==> src/rtl/xsq_pkg.sv <==
package xsq_pkg;
    parameter int EP_W = 4;

    typedef struct packed {
        logic [EP_W-1:0] ep;
        logic            is_in;
        logic            odd;
    } xsq_rec_t;

    typedef enum logic [1:0] {
        ST_IDLE  = 2'd0,
        ST_SHOW  = 2'd1,
        ST_REARM = 2'd2
    } xsq_state_e;
endpackage

==> src/rtl/xsq_fifo.sv <==
module xsq_fifo
    import xsq_pkg::*;
#(
    parameter int DEPTH = 4
) (
    input  logic                       clk,
    input  logic                       rst_n,
    input  logic                       push,
    input  logic                       pop,
    input  xsq_rec_t                   din,
    output xsq_rec_t                   head,
    output logic [$clog2(DEPTH+1)-1:0] count,
    output logic                       full,
    output logic                       empty
);
    localparam int PTR_W = (DEPTH > 1) ? $clog2(DEPTH) : 1;
    localparam int CNT_W = $clog2(DEPTH + 1);
    localparam logic [PTR_W-1:0] LAST = PTR_W'(DEPTH - 1);
    localparam logic [CNT_W-1:0] FULL_CNT = CNT_W'(DEPTH);

    xsq_rec_t         slots [DEPTH];
    logic [PTR_W-1:0] rd_ptr, wr_ptr;
    logic             do_push, do_pop;

    assign full    = (count == FULL_CNT);
    assign empty   = (count == '0);
    assign do_push = push && !full;
    assign do_pop  = pop && !empty;
    assign head    = slots[rd_ptr];

    for (genvar gi = 0; gi < DEPTH; gi++) begin : g_slot
        always_ff @(posedge clk) begin
            if (!rst_n) begin
                slots[gi] <= '0;
            end else if (do_push && wr_ptr == PTR_W'(gi)) begin
                slots[gi] <= din;
            end
        end
    end

    always_ff @(posedge clk) begin
        if (!rst_n) begin
            rd_ptr <= '0;
            wr_ptr <= '0;
            count  <= '0;
        end else begin
            if (do_push) begin
                wr_ptr <= (wr_ptr == LAST) ? '0 : wr_ptr + 1'b1;
            end
            if (do_pop) begin
                rd_ptr <= (rd_ptr == LAST) ? '0 : rd_ptr + 1'b1;
            end
            unique case ({do_push, do_pop})
                2'b10:   count <= count + 1'b1;
                2'b01:   count <= count - 1'b1;
                default: count <= count;
            endcase
        end
    end

    // occupancy never exceeds the queue depth
    a_r9_no_overflow: assert property (@(posedge clk) disable iff (!rst_n)
        count <= FULL_CNT);

    // a dropped push leaves the write pointer where it was
    a_r9_full_push_dropped: assert property (@(posedge clk) disable iff (!rst_n)
        (full && push && !pop) |=> $stable(wr_ptr));
endmodule

==> src/rtl/xsq_flag_fsm.sv <==
module xsq_flag_fsm
    import xsq_pkg::*;
#(
    parameter int REARM_DLY = 3
) (
    input  logic clk,
    input  logic rst_n,
    input  logic clr,
    input  logic empty,
    output logic flag,
    output logic pop
);
    localparam int CW = (REARM_DLY > 1) ? $clog2(REARM_DLY) : 1;
    localparam logic [CW-1:0] CNT_END = CW'(REARM_DLY - 1);

    xsq_state_e state, nxt;
    logic [CW-1:0] cnt;

    always_comb begin
        nxt = state;
        unique case (state)
            ST_IDLE:  if (!empty) nxt = ST_SHOW;
            ST_SHOW:  if (clr) nxt = ST_REARM;
            ST_REARM: if (cnt == CNT_END) nxt = empty ? ST_IDLE : ST_SHOW;
            default:  nxt = ST_IDLE;
        endcase
    end

    always_ff @(posedge clk) begin
        if (!rst_n) begin
            state <= ST_IDLE;
            cnt   <= '0;
        end else begin
            state <= nxt;
            cnt   <= (state == ST_REARM) ? cnt + 1'b1 : '0;
        end
    end

    always_comb begin
        flag = 1'b0;
        pop  = 1'b0;
        unique case (state)
            ST_SHOW: begin
                flag = 1'b1;
                pop  = clr;
            end
            default: begin
                flag = 1'b0;
                pop  = 1'b0;
            end
        endcase
    end

    // the re-arm counter stays inside the delay window
    a_r6_rearm_bounded: assert property (@(posedge clk) disable iff (!rst_n)
        (state == ST_REARM) |-> (cnt <= CNT_END));

    // a clear while shown drops the flag on the next cycle
    a_r5_clear_drops_flag: assert property (@(posedge clk) disable iff (!rst_n)
        (flag && clr) |=> !flag);
endmodule

==> src/rtl/xfer_status_queue.sv <==
module xfer_status_queue
    import xsq_pkg::*;
#(
    parameter int DEPTH     = 4,
    parameter int REARM_DLY = 3
) (
    input  logic       clk,
    input  logic       rst_n,
    input  logic       push_valid,
    input  logic [3:0] push_ep,
    input  logic       push_in,
    input  logic       push_odd,
    input  logic       flag_clr,
    output logic [7:0] stat_reg,
    output logic       xfer_flag,
    output logic       nak_req
);
    localparam int CNT_W = $clog2(DEPTH + 1);
    localparam logic [CNT_W-1:0] FULL_CNT = CNT_W'(DEPTH);

    xsq_rec_t         rec_in, rec_head;
    logic [CNT_W-1:0] occ;
    logic             q_full, q_empty, do_pop;

    assign rec_in = '{ep: push_ep, is_in: push_in, odd: push_odd};

    xsq_fifo #(.DEPTH(DEPTH)) u_fifo (
        .clk   (clk),
        .rst_n (rst_n),
        .push  (push_valid),
        .pop   (do_pop),
        .din   (rec_in),
        .head  (rec_head),
        .count (occ),
        .full  (q_full),
        .empty (q_empty)
    );

    xsq_flag_fsm #(.REARM_DLY(REARM_DLY)) u_fsm (
        .clk   (clk),
        .rst_n (rst_n),
        .clr   (flag_clr),
        .empty (q_empty),
        .flag  (xfer_flag),
        .pop   (do_pop)
    );

    assign stat_reg = {1'b0, rec_head.ep, rec_head.is_in, rec_head.odd, 1'b0};
    assign nak_req  = q_full;

    // the flag is only shown over a non-empty queue
    a_r4_flag_has_record: assert property (@(posedge clk) disable iff (!rst_n)
        xfer_flag |-> (occ != '0));

    // a serviced clear removes exactly one record
    a_r5_pop_one: assert property (@(posedge clk) disable iff (!rst_n)
        (xfer_flag && flag_clr && !push_valid) |=> (occ == $past(occ) - 1'b1));

    // a clear while the flag is low removes nothing
    a_r7_clear_ignored: assert property (@(posedge clk) disable iff (!rst_n)
        (!xfer_flag && flag_clr && !push_valid) |=> $stable(occ));

    // NAK request while full persists through a refused push
    a_r8_nak_full: assert property (@(posedge clk) disable iff (!rst_n)
        (nak_req && push_valid && !flag_clr) |=> (occ == FULL_CNT));

    // unused status bits read zero
    a_r2_pad_bits: assert property (@(posedge clk) disable iff (!rst_n)
        (stat_reg[7] == 1'b0) && (stat_reg[0] == 1'b0));
endmodule

==> config.mk <==
export PLATFORM = sky130hd
export DESIGN_NAME = xfer_status_queue
export DESIGN_NICKNAME = d
export VERILOG_FILES = /design/src/rtl/xsq_pkg.sv /design/src/rtl/xsq_fifo.sv /design/src/rtl/xsq_flag_fsm.sv /design/src/rtl/xfer_status_queue.sv
export SDC_FILE = /design/constraint.sdc
export NUM_CORES = 1
export LEC_CHECK = 0
export BUFFER_PORTS_ARGS = -buffer_cell sky130_fd_sc_hd__buf_2
export CAP_MARGIN = 5
export CORE_MARGIN = 1
export CORE_UTILIZATION = 50
export CTS_BUF_LIST = sky130_fd_sc_hd__clkbuf_4
export CTS_CLUSTER_DIAMETER = 60
export DETAILED_ROUTE_END_ITERATION = 8
export PLACE_DENSITY = 0.75
export SETUP_SLACK_MARGIN = 0.15
export SYNTH_ARGS = -nofsm -noshare
export SYNTH_HDL_FRONTEND = slang
export SYNTH_SLANG_ARGS = --single-unit
==> constraint.sdc <==
create_clock -name clk -period 3.9 [get_ports clk]
set_input_delay 0.195 -clock clk [delete_from_list [all_inputs] [get_ports clk]]
set_output_delay 0.195 -clock clk [all_outputs]
set_load 0.01 [all_outputs]
Word level (Yosys, flattened, before mapping)
Memories as Yosys holds them, arrays and structs flattened. A register that Yosys moved wholly into a read port is not among the register bits.
Index checks and enable logic that the tools add are counted.
{"block": "totals", "regBits": 11, "ramBits": 24, "input_bits": 10, "out_inout_bits": 10, "wordCells": 71, "memories": 1}
{"block": "classes", "add_sub_neg": 5, "n_eq_ne": 13, "muxes": 29, "n_bitwise": 4, "n_reduce_logical": 14}
{"name": "u_fifo.slots", "words": 4, "word_bits": 6, "read_ports": 1, "rd_ports_with_merged_regs": 1, "write_ports": 4, "line": "xsq_fifo.sv:21", "text": "xsq_rec_t slots [DEPTH];"}
{"cell": "two-way mux 6 bit", "n": 4}
{"cell": "two-way mux 1 bit", "n": 16}
{"cell": "two-way mux 2 bit", "n": 7}
{"cell": "== test 2 bit, second input constant", "n": 6}
{"cell": "adder 2 x 1 -> 2 bit, second input constant", "n": 3}
{"cell": "== test 2 x 1 -> 1 bit, second input constant", "n": 3}
{"cell": "logical AND 1 bit", "n": 6}
{"cell": "case mux 2 bit (3 select lines)", "n": 1}
{"cell": "case mux 3 bit (2 select lines)", "n": 1}
{"cell": "zero test 2 bit", "n": 2}
{"cell": "inequality test 2 bit, second input constant", "n": 2}
{"cell": "bitwise OR 1 bit", "n": 4}
{"cell": "adder 3 x 1 -> 3 bit, second input constant", "n": 1}
{"cell": "== test 3 bit, second input constant", "n": 1}
{"cell": "zero test 3 bit", "n": 1}
{"cell": "AND reduction 3 bit", "n": 1}
{"cell": "subtractor 3 x 1 -> 3 bit, second input constant", "n": 1}
{"cell": "zero test 1 bit", "n": 2}
{"cell": "inequality test 2 x 1 -> 1 bit, second input constant", "n": 1}
{"cell": "AND reduction 2 bit", "n": 1}
{"cell": "nonzero test 2 bit", "n": 1}

Logic depth before layout (Yosys ltp)
Gate-level depths: netlist of run 1.
{"block": "depth", "depth_word": 8, "ltp_mapped": 10, "ltp_nobuf": 9}

By module
Synthesis of run 1 repeated with hierarchy kept, for this count alone.
{"block": "hier_totals", "hier_cells": 144, "hier_area_um2": 1766.7}
{"module": "xsq_fifo", "n_inst": 1, "cells_per_inst": 124, "area_per_inst_um2": 1576.5}
{"module": "xsq_flag_fsm", "n_inst": 1, "cells_per_inst": 17, "area_per_inst_um2": 171.4}
{"module": "xfer_status_queue", "n_inst": 1, "cells_per_inst": 3, "area_per_inst_um2": 18.8}

Least setup slack after synthesis of run 1
No wires, ideal clock.
{"block": "synth_path", "path_kind": "register to register", "startpoint": "register u_fifo.count[1]", "endpoint": "register u_fifo.count[2]", "setup_time_ps": 72, "arrival_ps": 2241, "t_required_ps": 3828, "setup_slack_ps": 1587, "stages_incl_launch_ff": 11, "n_path_buf": 1, "period_less_slack_ps": 2313, "path_cell_list": "dfxtp_1 -> or3b_1 -> and2_4 -> buf_6 -> inv_1 -> ha_1 -> inv_1 -> fa_1 -> xor2_1 -> or3_1 -> a21oi_1"}
{"block": "synth_via", "elab_chain_cells": 5, "elab_cells_between_ends": 12, "classes_between": "2 x add/sub; 3 x eq/ne; 1 x mux; 6 x reduce/logical"}
{"item": "start: declaration", "line": "xsq_fifo.sv:12", "text": "output logic [$clog2(DEPTH+1)-1:0] count,"}
{"item": "start signal: assignment", "line": "xsq_fifo.sv:54", "text": "2'b10: count <= count + 1'b1;"}
{"item": "start signal: assignment", "line": "xsq_fifo.sv:55", "text": "2'b01: count <= count - 1'b1;"}
{"item": "start signal: assignment", "line": "xsq_fifo.sv:56", "text": "default: count <= count;"}
{"item": "== test 3 bit or zero test 3 bit (tied branches)", "line": "xsq_fifo.sv:25, xsq_fifo.sv:26"}
{"item": "zero test 1 bit, on equally long branches", "line": "xsq_fifo.sv:27, xsq_fifo.sv:28"}
{"item": "logical AND 1 bit, on equally long branches", "line": "xsq_fifo.sv:27, xsq_fifo.sv:28"}
{"item": "== test 2 x 1 -> 1 bit or == test 2 bit (tied branches)", "line": "xsq_fifo.sv:53", "text": "unique case ({do_push, do_pop})"}
{"item": "case mux 3 bit (2 select lines) or nonzero test 2 bit (tied branches)"}
Parallel ways exist; a longest one is shown, timed or not.
A chain may end at the register's enable or synchronous reset.

Final worst setup path of run 1
{"block": "layout_path", "startpoint": "register u_fifo.count[2]", "endpoint": "register u_fifo.count[2]"}
Same word-level chain as after synthesis.

==> qor_table.md, run 1 <==
| Parameter | This run | Unit |
|:---|:---|:---|
| Final ANT Viol Nets | 0 | - |
| Pwr per Cell Area | 417 | nW/um^2 |
| Synth-to-layout area growth | 7.81 | % |
| Buffer type at the clock tree root | sky130_fd_sc_hd__clkbuf_4 | - |
| Hold-fix buffers, CTS | 0 | - |
| Flip-flop and latch count after synthesis | 37 | - |
| Ant diodes | 0 | - |
| Total count of max-transition violations in the final report | 0 | - |
| Die Y | 61.1 | microns |
| Critical register-to-register path startpoint | u_fifo.count[2] | - |
| Start-to-end type of the worst setup path | reg -> reg | - |
| Die Footprint | 3730 | sq um |
| Startpoint of the most critical setup path | u_fifo.count[2] | - |
| Horizontal extent of the die | 61.1 | microns |
| First-iteration detailed-routing DRC count | 41 | - |
| Unrepaired setup endpoints after global routing | false | - |
| Maximum number of pins on one net before global-route repair | 28 | - |
| Final Setup Violations | 0 | - |
| Final sum of negative setup slack | 0 | ps |
| Number of flops mapped to enable cells by yosys | 24 | - |
| CTS H-tree lvls | 2 | - |
| Fill count | 304 | - |
| End-of-flow core utilization | 56.4 | % |
| Number of global-route vias before repair | 1082 | - |
| Cell-by-cell trace of the critical path | or3b_1, and2_4, inv_1, ha_1, inv_1, fa_1, xor2_1, or3_1, a21oi_1 | - |
| Data arrival at the endpoint of the critical path | 2780 | ps |
| GR Util All Layers | 19.5 | % |
| Number of hold-slack violations in the final timing report | 0 | - |
| Post-detailed-routing wire length | 3.11 | mm |
| Vias | 1090 | - |
| Critical path's most frequent cell | sky130_fd_sc_hd__inv_1 | - |
| Average via count per standard cell | 5.29 | - |
| Avg Cell Area, Syn | 12.3 | sq um |
| Worst path required time | 4180 | ps |
| Peak Freq | 0.399 | GHz |
| Class of the tightest hold or removal check | in -> reg | - |
| Post-route design area | 1880 | sq um |
| DRC violation count after routing | 0 | - |
| Met3 wire length | 185 | microns |
| Final critical path time including I/O delays and setup | 2500 | ps |
| TritonCTS clock tree | built | - |
| Clock input transition at the sequential cells of the worst setup and hold paths | 110 | ps |
| Max transition margin | 27.5 | % |
| Total number of clock tree sinks | 37 | - |
| Remaining Overflow, GRT | 0 | - |
| Setup skew after layout | 8.27 | ps |
| Worst IR drop on VDD | 0.000269 | V |
| Post-synth ARST share | 0 | % |
| Buffers added on ports | 17 | - |
| WL met2 | 1.62 | mm |
| Setup bufs post-CTS | 0 | - |
| Most common flop cell mapped by yosys | sky130_fd_sc_hd__edfxtp_1 | - |
| Number of antenna violations at the first check in global routing | 0 | - |
| Launch instance of the worst min-delay path | push_ep[2] | - |
| Static leakage | 0.836 | nW |
| Portion of the post-synthesis area used by sequential elements | 56.2 | % |
| Total core area | 3340 | sq um |
| Critical Path Start Type | flip-flop | - |
| DRT met1 WL | 1.25 | mm |
| Clock buffer count from CTS | 5 | - |
| Routability Congestion | 0.757 | - |
| Crit path capture type | flip-flop | - |
| Synth cell types | 27 | - |
| Routed length per instance | 15.1 | microns |
| First-pass GRT wire length | 4.95 | mm |
| Count of placed standard cells including taps | 198 | - |
| Top metal layer carrying routed signals | met4 | - |
| Final cell count without fillers | 206 | - |
| Highest cell delay on the worst timing path | 400 | ps |
| Layout cell share with drive strength beyond 1 | 19.4 | % |
| Part of the cycle the worst path needs | 64.2 | % |
| Final-stage net count | 177 | - |
| Max-Cap Viols | 0 | - |
| Status | finished clean | - |
| Yosys warnings | 0 | - |
| Number of ports placed on the die boundary | 20 | - |
| Row cnt | 21 | - |
| Slowest stage cell, crit path | sky130_fd_sc_hd__or3b_1 | - |
| Count of mapped cells out of synthesis | 142 | - |
| Initial Utilization | 52.3 | % |
| Measured slew at the worst slew-check pin | 1080 | ps |
| Number of gates given a new drive strength after cts | 0 | - |
| Final HPWL DP | 2.21 | mm |
| Summed instance area of the synthesized netlist | 1750 | sq um |
| Worst Path Max Fanout | 27 | - |
| Clock buffer depth | 2 | - |
| Worst-Skew Late Latency | 350 | ps |
| DR pass1 iterations | 4 | - |
| Placement Cell Area | 1830 | sq um |
-- routing by layer --
metal | track usage [%] | up-vias
met5 | 0 | -
met4 | 10.1 | 0
met3 | 4.62 | 5
met2 | 34.0 | 28
met1 | 22.4 | 524
li1 | - | 533
-- logic make-up (layout without fill, tap and decap cells) --
kind of cell,after synthesis,after routing,share of synthesized area [%]
AOI/OAI and AO/OA,12,12,4.52
DFF,37,37,56.2
and+or+nand+nor,51,51,16.0
buffers and inverters,22,39,6.45
muxes,9,9,9.46
adders and majority gates,8,8,6.16
other,1,2,0.215
xor gates and xnor gates,2,2,1.00
-- synthesized netlist by cell type (3+ instances only) --
cell,n,share of area (%)
sky130_fd_sc_hd__nand2_1,5,1.1
sky130_fd_sc_hd__mux4_2,6,7.7
sky130_fd_sc_hd__edfxtp_1,24,41
sky130_fd_sc_hd__clkbuf_1,3,0.65
sky130_fd_sc_hd__dfxtp_1,13,15
sky130_fd_sc_hd__inv_1,14,3.0
sky130_fd_sc_hd__buf_6,3,1.9
sky130_fd_sc_hd__and3_1,24,8.6
sky130_fd_sc_hd__mux2i_1,3,1.7
sky130_fd_sc_hd__ha_1,7,5.0
sky130_fd_sc_hd__a21oi_1,5,1.4
sky130_fd_sc_hd__o21ai_0,5,1.4
sky130_fd_sc_hd__nor2_1,13,2.8
-- per-stage QoR --
stage | setup WS, ps | hold slack, ps | power, W
floorplan | 1590 | 344 | 0.000570
global placement | 1540 | 400 | 0.000597
detailed placement | 1440 | 410 | 0.000606
CTS | 1400 | 171 | 0.000790
global route | 1280 | 183 | 0.000824
finish | 1400 | 177 | 0.000786
-- cell usage in the layout, fill, tap and decap left out --
| master | count |
|---|---|
| sky130_fd_sc_hd__nand3_1 | 1 |
| sky130_fd_sc_hd__a211oi_1 | 1 |
| sky130_fd_sc_hd__nand4_1 | 1 |
| sky130_fd_sc_hd__and3_1 | 24 |
| sky130_fd_sc_hd__mux2i_1 | 3 |
| sky130_fd_sc_hd__conb_1 | 2 |
| sky130_fd_sc_hd__nor2b_1 | 1 |
| sky130_fd_sc_hd__clkinv_2 | 1 |
| sky130_fd_sc_hd__and2_4 | 1 |
| sky130_fd_sc_hd__and3b_1 | 1 |
| sky130_fd_sc_hd__buf_2 | 17 |
| sky130_fd_sc_hd__or3_1 | 2 |
| sky130_fd_sc_hd__o31ai_4 | 1 |
| sky130_fd_sc_hd__clkinv_1 | 2 |
| sky130_fd_sc_hd__nand2_1 | 5 |
| sky130_fd_sc_hd__nor2_1 | 13 |
| sky130_fd_sc_hd__dfxtp_1 | 13 |
| sky130_fd_sc_hd__inv_1 | 14 |
| sky130_fd_sc_hd__mux4_2 | 6 |
| sky130_fd_sc_hd__ha_1 | 7 |
| sky130_fd_sc_hd__nor3_1 | 1 |
| sky130_fd_sc_hd__or3b_1 | 1 |
| sky130_fd_sc_hd__a21oi_1 | 5 |
| sky130_fd_sc_hd__fa_1 | 1 |
| sky130_fd_sc_hd__clkbuf_4 | 5 |
| sky130_fd_sc_hd__o21ai_0 | 5 |
| sky130_fd_sc_hd__edfxtp_1 | 24 |
| sky130_fd_sc_hd__xor2_1 | 2 |
-- registers in the layout (all words and copies together) (netlist names), named ones only --
signal and cells:
u_fifo.slots 24, u_fifo.count 3, u_fifo.rd_ptr 2, u_fifo.wr_ptr 2, u_fsm.cnt 2, u_fsm.state 2
-- report_power, final --
group	leakage, nW	switching, W	internal (W)
clock	0.0300	0.000123	0.0000652
sequential	0.358	0.0000197	0.000450
combinational	0.448	0.0000733	0.0000538
total	0.836	0.000216	0.000569
-- worst max-delay path: cells and delay by family (launching register included) --
family	cells	cell delay, ps
fa+ha+maj	2	570
buf+inv	2	210
flops	1	380
xor+xnor	1	170
simple gates	3	960
compound gates	1	150
-- area by class of cell --
cell class / instances / area (sq um) / share of cell area [%]
well taps: 46 / 57.6 / 3.06
multi-input cells: 84 / 656 / 34.8
clock buffers: 5 / 37.5 / 1.99
repair buffers: 17 / 85.1 / 4.52
flip-flops and latches: 37 / 981 / 52.1
inverters: 14 / 52.6 / 2.79
clock inverters: 3 / 12.5 / 0.665
-- final timing paths --
| check | to | slack (ps) | cells after the start |
|---|---|---|---|
| setup reg to reg | u_fifo.count[2] | 1400 | 9 |
| hold reg to reg | u_fsm.cnt[0] | 430 | 1 |
| setup / recovery | u_fifo.count[2] | 1400 | 9 |
| hold / removal | u_fifo.slots[2][4] | 180 | 2 |
No activity file was read; power rests on OpenSTA's default activity.
==> inputs of run 2 (changes only) <==
--- a/config.mk
+++ b/config.mk
@@ -12,7 +12,7 @@
 export CTS_BUF_LIST = sky130_fd_sc_hd__clkbuf_4
 export CTS_CLUSTER_DIAMETER = 60
 export DETAILED_ROUTE_END_ITERATION = 8
-export PLACE_DENSITY = 0.75
+export PLACE_DENSITY = 0.78
 export SETUP_SLACK_MARGIN = 0.15
 export SYNTH_ARGS = -nofsm -noshare
 export SYNTH_HDL_FRONTEND = slang
==> constraint.sdc (replaced) <==
create_clock -name clk -period 2.15 [get_ports clk]
set_input_delay 0.1075 -clock clk [delete_from_list [all_inputs] [get_ports clk]]
set_output_delay 0.1075 -clock clk [all_outputs]
set_load 0.01 [all_outputs]
==> run 2 against run 1 <==
Net effect: the flow now finishes with violations (setup timing); clock skew grew 2.9 ps; setup slack lost 1400 ps; count of clock-buffer cells in the layout grew 2; utilization grew 3.3 points; critical endpoint unchanged; largest cell class unchanged.
==> qor_table.md, run 2 (synthesis results as in run 1) <==
| Parameter | This run | Unit | vs previous |
|:---|:---|:---|:---|
| Endpoint of the most critical register-to-register path | u_fifo.count[2] | - | unchanged |
| Buffers added on ports | 17 | - | unchanged |
| Worst IR drop on VDD | 0.000461 | V | was 0.000269 V |
| Worst Path Max Fanout | 4 | - | was 27 |
| Vias | 1133 | - | was 1090 |
| Fin worst setup slack | -17.9 | ps | was 1400 ps |
| Startpoint of the most critical setup path | u_fifo.count[1] | - | was u_fifo.count[2] |
| Final critical path time including I/O delays and setup | 2170 | ps | was 2500 ps |
| Status | finished with violations | - | was finished clean |
| Pwr per Cell Area | 750 | nW/um^2 | was 417 nW/um^2 |
| Worst-case reg-to-reg path depth | 9 | - | unchanged |
| Class of the tightest hold or removal check | in -> reg | - | unchanged |
| Buffer type at the clock tree root | sky130_fd_sc_hd__clkbuf_4 | - | unchanged |
| Synth-to-layout area growth | 14.1 | % | was 7.81% |
| Clock buffer count from CTS | 5 | - | unchanged |
| Measured slew at the worst slew-check pin | 978 | ps | was 1080 ps |
| Worst-Skew Late Latency | 340 | ps | was 350 ps |
| Average via count per standard cell | 5.27 | - | was 5.29 |
| Horizontal extent of the die | 61.1 | microns | unchanged |
| Data arrival at the endpoint of the critical path | 2430 | ps | was 2780 ps |
| Critical register-to-register path startpoint | u_fifo.count[1] | - | was u_fifo.count[2] |
| Total number of clock tree sinks | 37 | - | unchanged |
| Flip-flop count of the largest register, all copies and words added | 24 | - | unchanged |
| Die Y | 61.1 | microns | unchanged |
| Most used routing layer in global routing | met2 | - | unchanged |
| Clock input transition at the sequential cells of the worst setup and hold paths | 110 | ps | about the same |
| Clock buffer depth | 2 | - | unchanged |
| Routability Congestion | 0.715 | - | was 0.757 |
| Remaining Overflow, GRT | 0 | - | unchanged |
| First-iteration detailed-routing DRC count | 66 | - | was 41 |
| CTS H-tree lvls | 2 | - | unchanged |
| Count of placed standard cells including taps | 200 | - | was 198 |
| Max transition margin | 34.1 | % | was 27.5% |
| Final cell count without fillers | 215 | - | was 206 |
| Ant diodes | 0 | - | unchanged |
| Hold-fix buffers, CTS | 0 | - | unchanged |
| Start-to-end type of the worst setup path | reg -> reg | - | unchanged |
| GR met2 Demand/Resource | 31.8 | % | was 34.0% |
| Total count of max-transition violations in the final report | 0 | - | unchanged |
| Die Footprint | 3730 | sq um | unchanged |
| First-pass GRT wire length | 4.92 | mm | was 4.95 mm |
| Unrepaired setup endpoints after global routing | true | - | was false |
| Peak Freq | 0.461 | GHz | was 0.399 GHz |
| Crit path capture type | flip-flop | - | unchanged |
| Number of ports placed on the die boundary | 20 | - | unchanged |
| Layout cell share with drive strength beyond 1 | 30.2 | % | was 19.4% |
| Number of hold-slack violations in the final timing report | 0 | - | unchanged |
| DRC violation count after routing | 0 | - | unchanged |
| Worst reg2reg setup slack | -20 | ps | was 1400 ps |
| Capture point of the worst path | u_fifo.count[2] | - | unchanged |
| Part of the cycle the worst path needs | 101 | % | was 64.2% |
| Number of antenna violations at the first check in global routing | 0 | - | unchanged |
| Static leakage | 0.892 | nW | was 0.836 nW |
| Number of global-route vias before repair | 1073 | - | was 1082 |
| Final Setup Violations | 1 | - | was 0 |
| TritonCTS clock tree | built | - | unchanged |
| Row cnt | 21 | - | unchanged |
| Worst path required time | 2420 | ps | was 4180 ps |
| Maximum number of pins on one net before global-route repair | 27 | - | was 28 |
| Total power draw | 0.00149 | W | was 0.000786 W |
| Critical Path Start Type | flip-flop | - | unchanged |
| Post-detailed-routing wire length | 3.25 | mm | was 3.11 mm |
| Total core area | 3340 | sq um | unchanged |
| Routed length per instance | 15.1 | microns | about the same |
| Initial Utilization | 52.3 | % | unchanged |
| Final ANT Viol Nets | 0 | - | unchanged |
| Register name with the most flops | u_fifo.slots | - | unchanged |
| Final HPWL DP | 2.16 | mm | was 2.21 mm |
| DR pass1 iterations | 4 | - | unchanged |
| Failing checks | setup timing | - |  |
| GRT met3 Usage | 5.88 | % | was 4.62% |
| Global-route met1 utilization | 22.6 | % | was 22.4% |
| Final-stage net count | 186 | - | was 177 |
| Max-Cap Viols | 0 | - | unchanged |
| GR Util All Layers | 19.0 | % | was 19.5% |
| Registers with the most flip-flops | u_fifo.slots: 24 flops, u_fifo.count: 3 flops | - | unchanged |
| Most frequent cells in the layout | sky130_fd_sc_hd__and3_1, sky130_fd_sc_hd__edfxtp_1, sky130_fd_sc_hd__buf_2 | - | unchanged |
| Setup skew after layout | 11.2 | ps | was 8.27 ps |
| Fill count | 282 | - | was 304 |
[run 2: cell count changes in the layout (fill, tap and decap cells not counted), sizes merged]
cell / previous run / this run
buf: 17 / 26
clkinv: 3 / 1
clkbuf: 5 / 7
[run 2: final cells by class]
type                            count  area (sq um)  share of cell area, %
Inverter                           14          55.1                   2.77
Sequential cell                    37           987                   49.6
Tap cell                           46          57.6                   2.89
Multi-Input combinational cell     84           682                   34.3
Clock buffer                        7          52.6                   2.64
Clock inverter                      1          3.75                  0.189
Timing Repair Buffer               26           153                   7.67
[run 2: through the flow]
stage                     cell area, sq um  hold WS, ps  setup slack, ps  TNS (ps)  utilization [%]
after detailed placement              1870          406            -59.7     -59.7             55.9
after global placement                1870          399             76.9         0             55.9
after floorplan                       1770          256             4.39         0                -
after CTS                             1950         88.3            -20.0     -20.0             58.3
after global routing                  1990         96.8            -65.4     -65.4             59.7
final                                 1990          103            -17.9     -17.9             59.7
[run 2: per-layer routing]
layer / share of wire (%) / vias up
met5: 0 / -
met4: 1.4 / 0
met3: 5.9 / 5
met2: 52 / 36
met1: 41 / 540
li1: - / 552
[run 2: critical path: stages, from the launching register on]
cell and delay, ps:
sky130_fd_sc_hd__dfxtp_4 360, sky130_fd_sc_hd__or3b_4 380, sky130_fd_sc_hd__and2_4 160, sky130_fd_sc_hd__inv_4 70, sky130_fd_sc_hd__ha_4 130, sky130_fd_sc_hd__inv_2 30
sky130_fd_sc_hd__fa_2 330, sky130_fd_sc_hd__xor2_1 160, sky130_fd_sc_hd__or3_1 340, sky130_fd_sc_hd__a21oi_2 130
[run 2: worst min path at each step]
stage          slack (ps)    startpoint  cells after the start                 end
3_3_place_gp          400  u_fsm.cnt[0]                      1        u_fsm.cnt[0]
2_1_floorplan         260         rst_n                      2    u_fifo.wr_ptr[1]
4_1_cts                90       push_in                      2  u_fifo.slots[0][1]
3_5_place_dp          410  u_fsm.cnt[0]                      1        u_fsm.cnt[0]
6_report              100       push_in                      2  u_fifo.slots[0][1]
5_1_grt               100       push_in                      2  u_fifo.slots[0][1]
[run 2: power breakdown]
part	switching, W	total [W]	internal (W)
Sequential	0.0000331	0.000852	0.000819
Clock	0.000216	0.000367	0.000151
Combinational	0.000148	0.000275	0.000126
[run 2: repair_timing]
item,4_1_cts,5_1_grt
buffers inserted,2,5
pin swaps,0,0
resized for setup,4,2
setup endpoints to repair,2,6
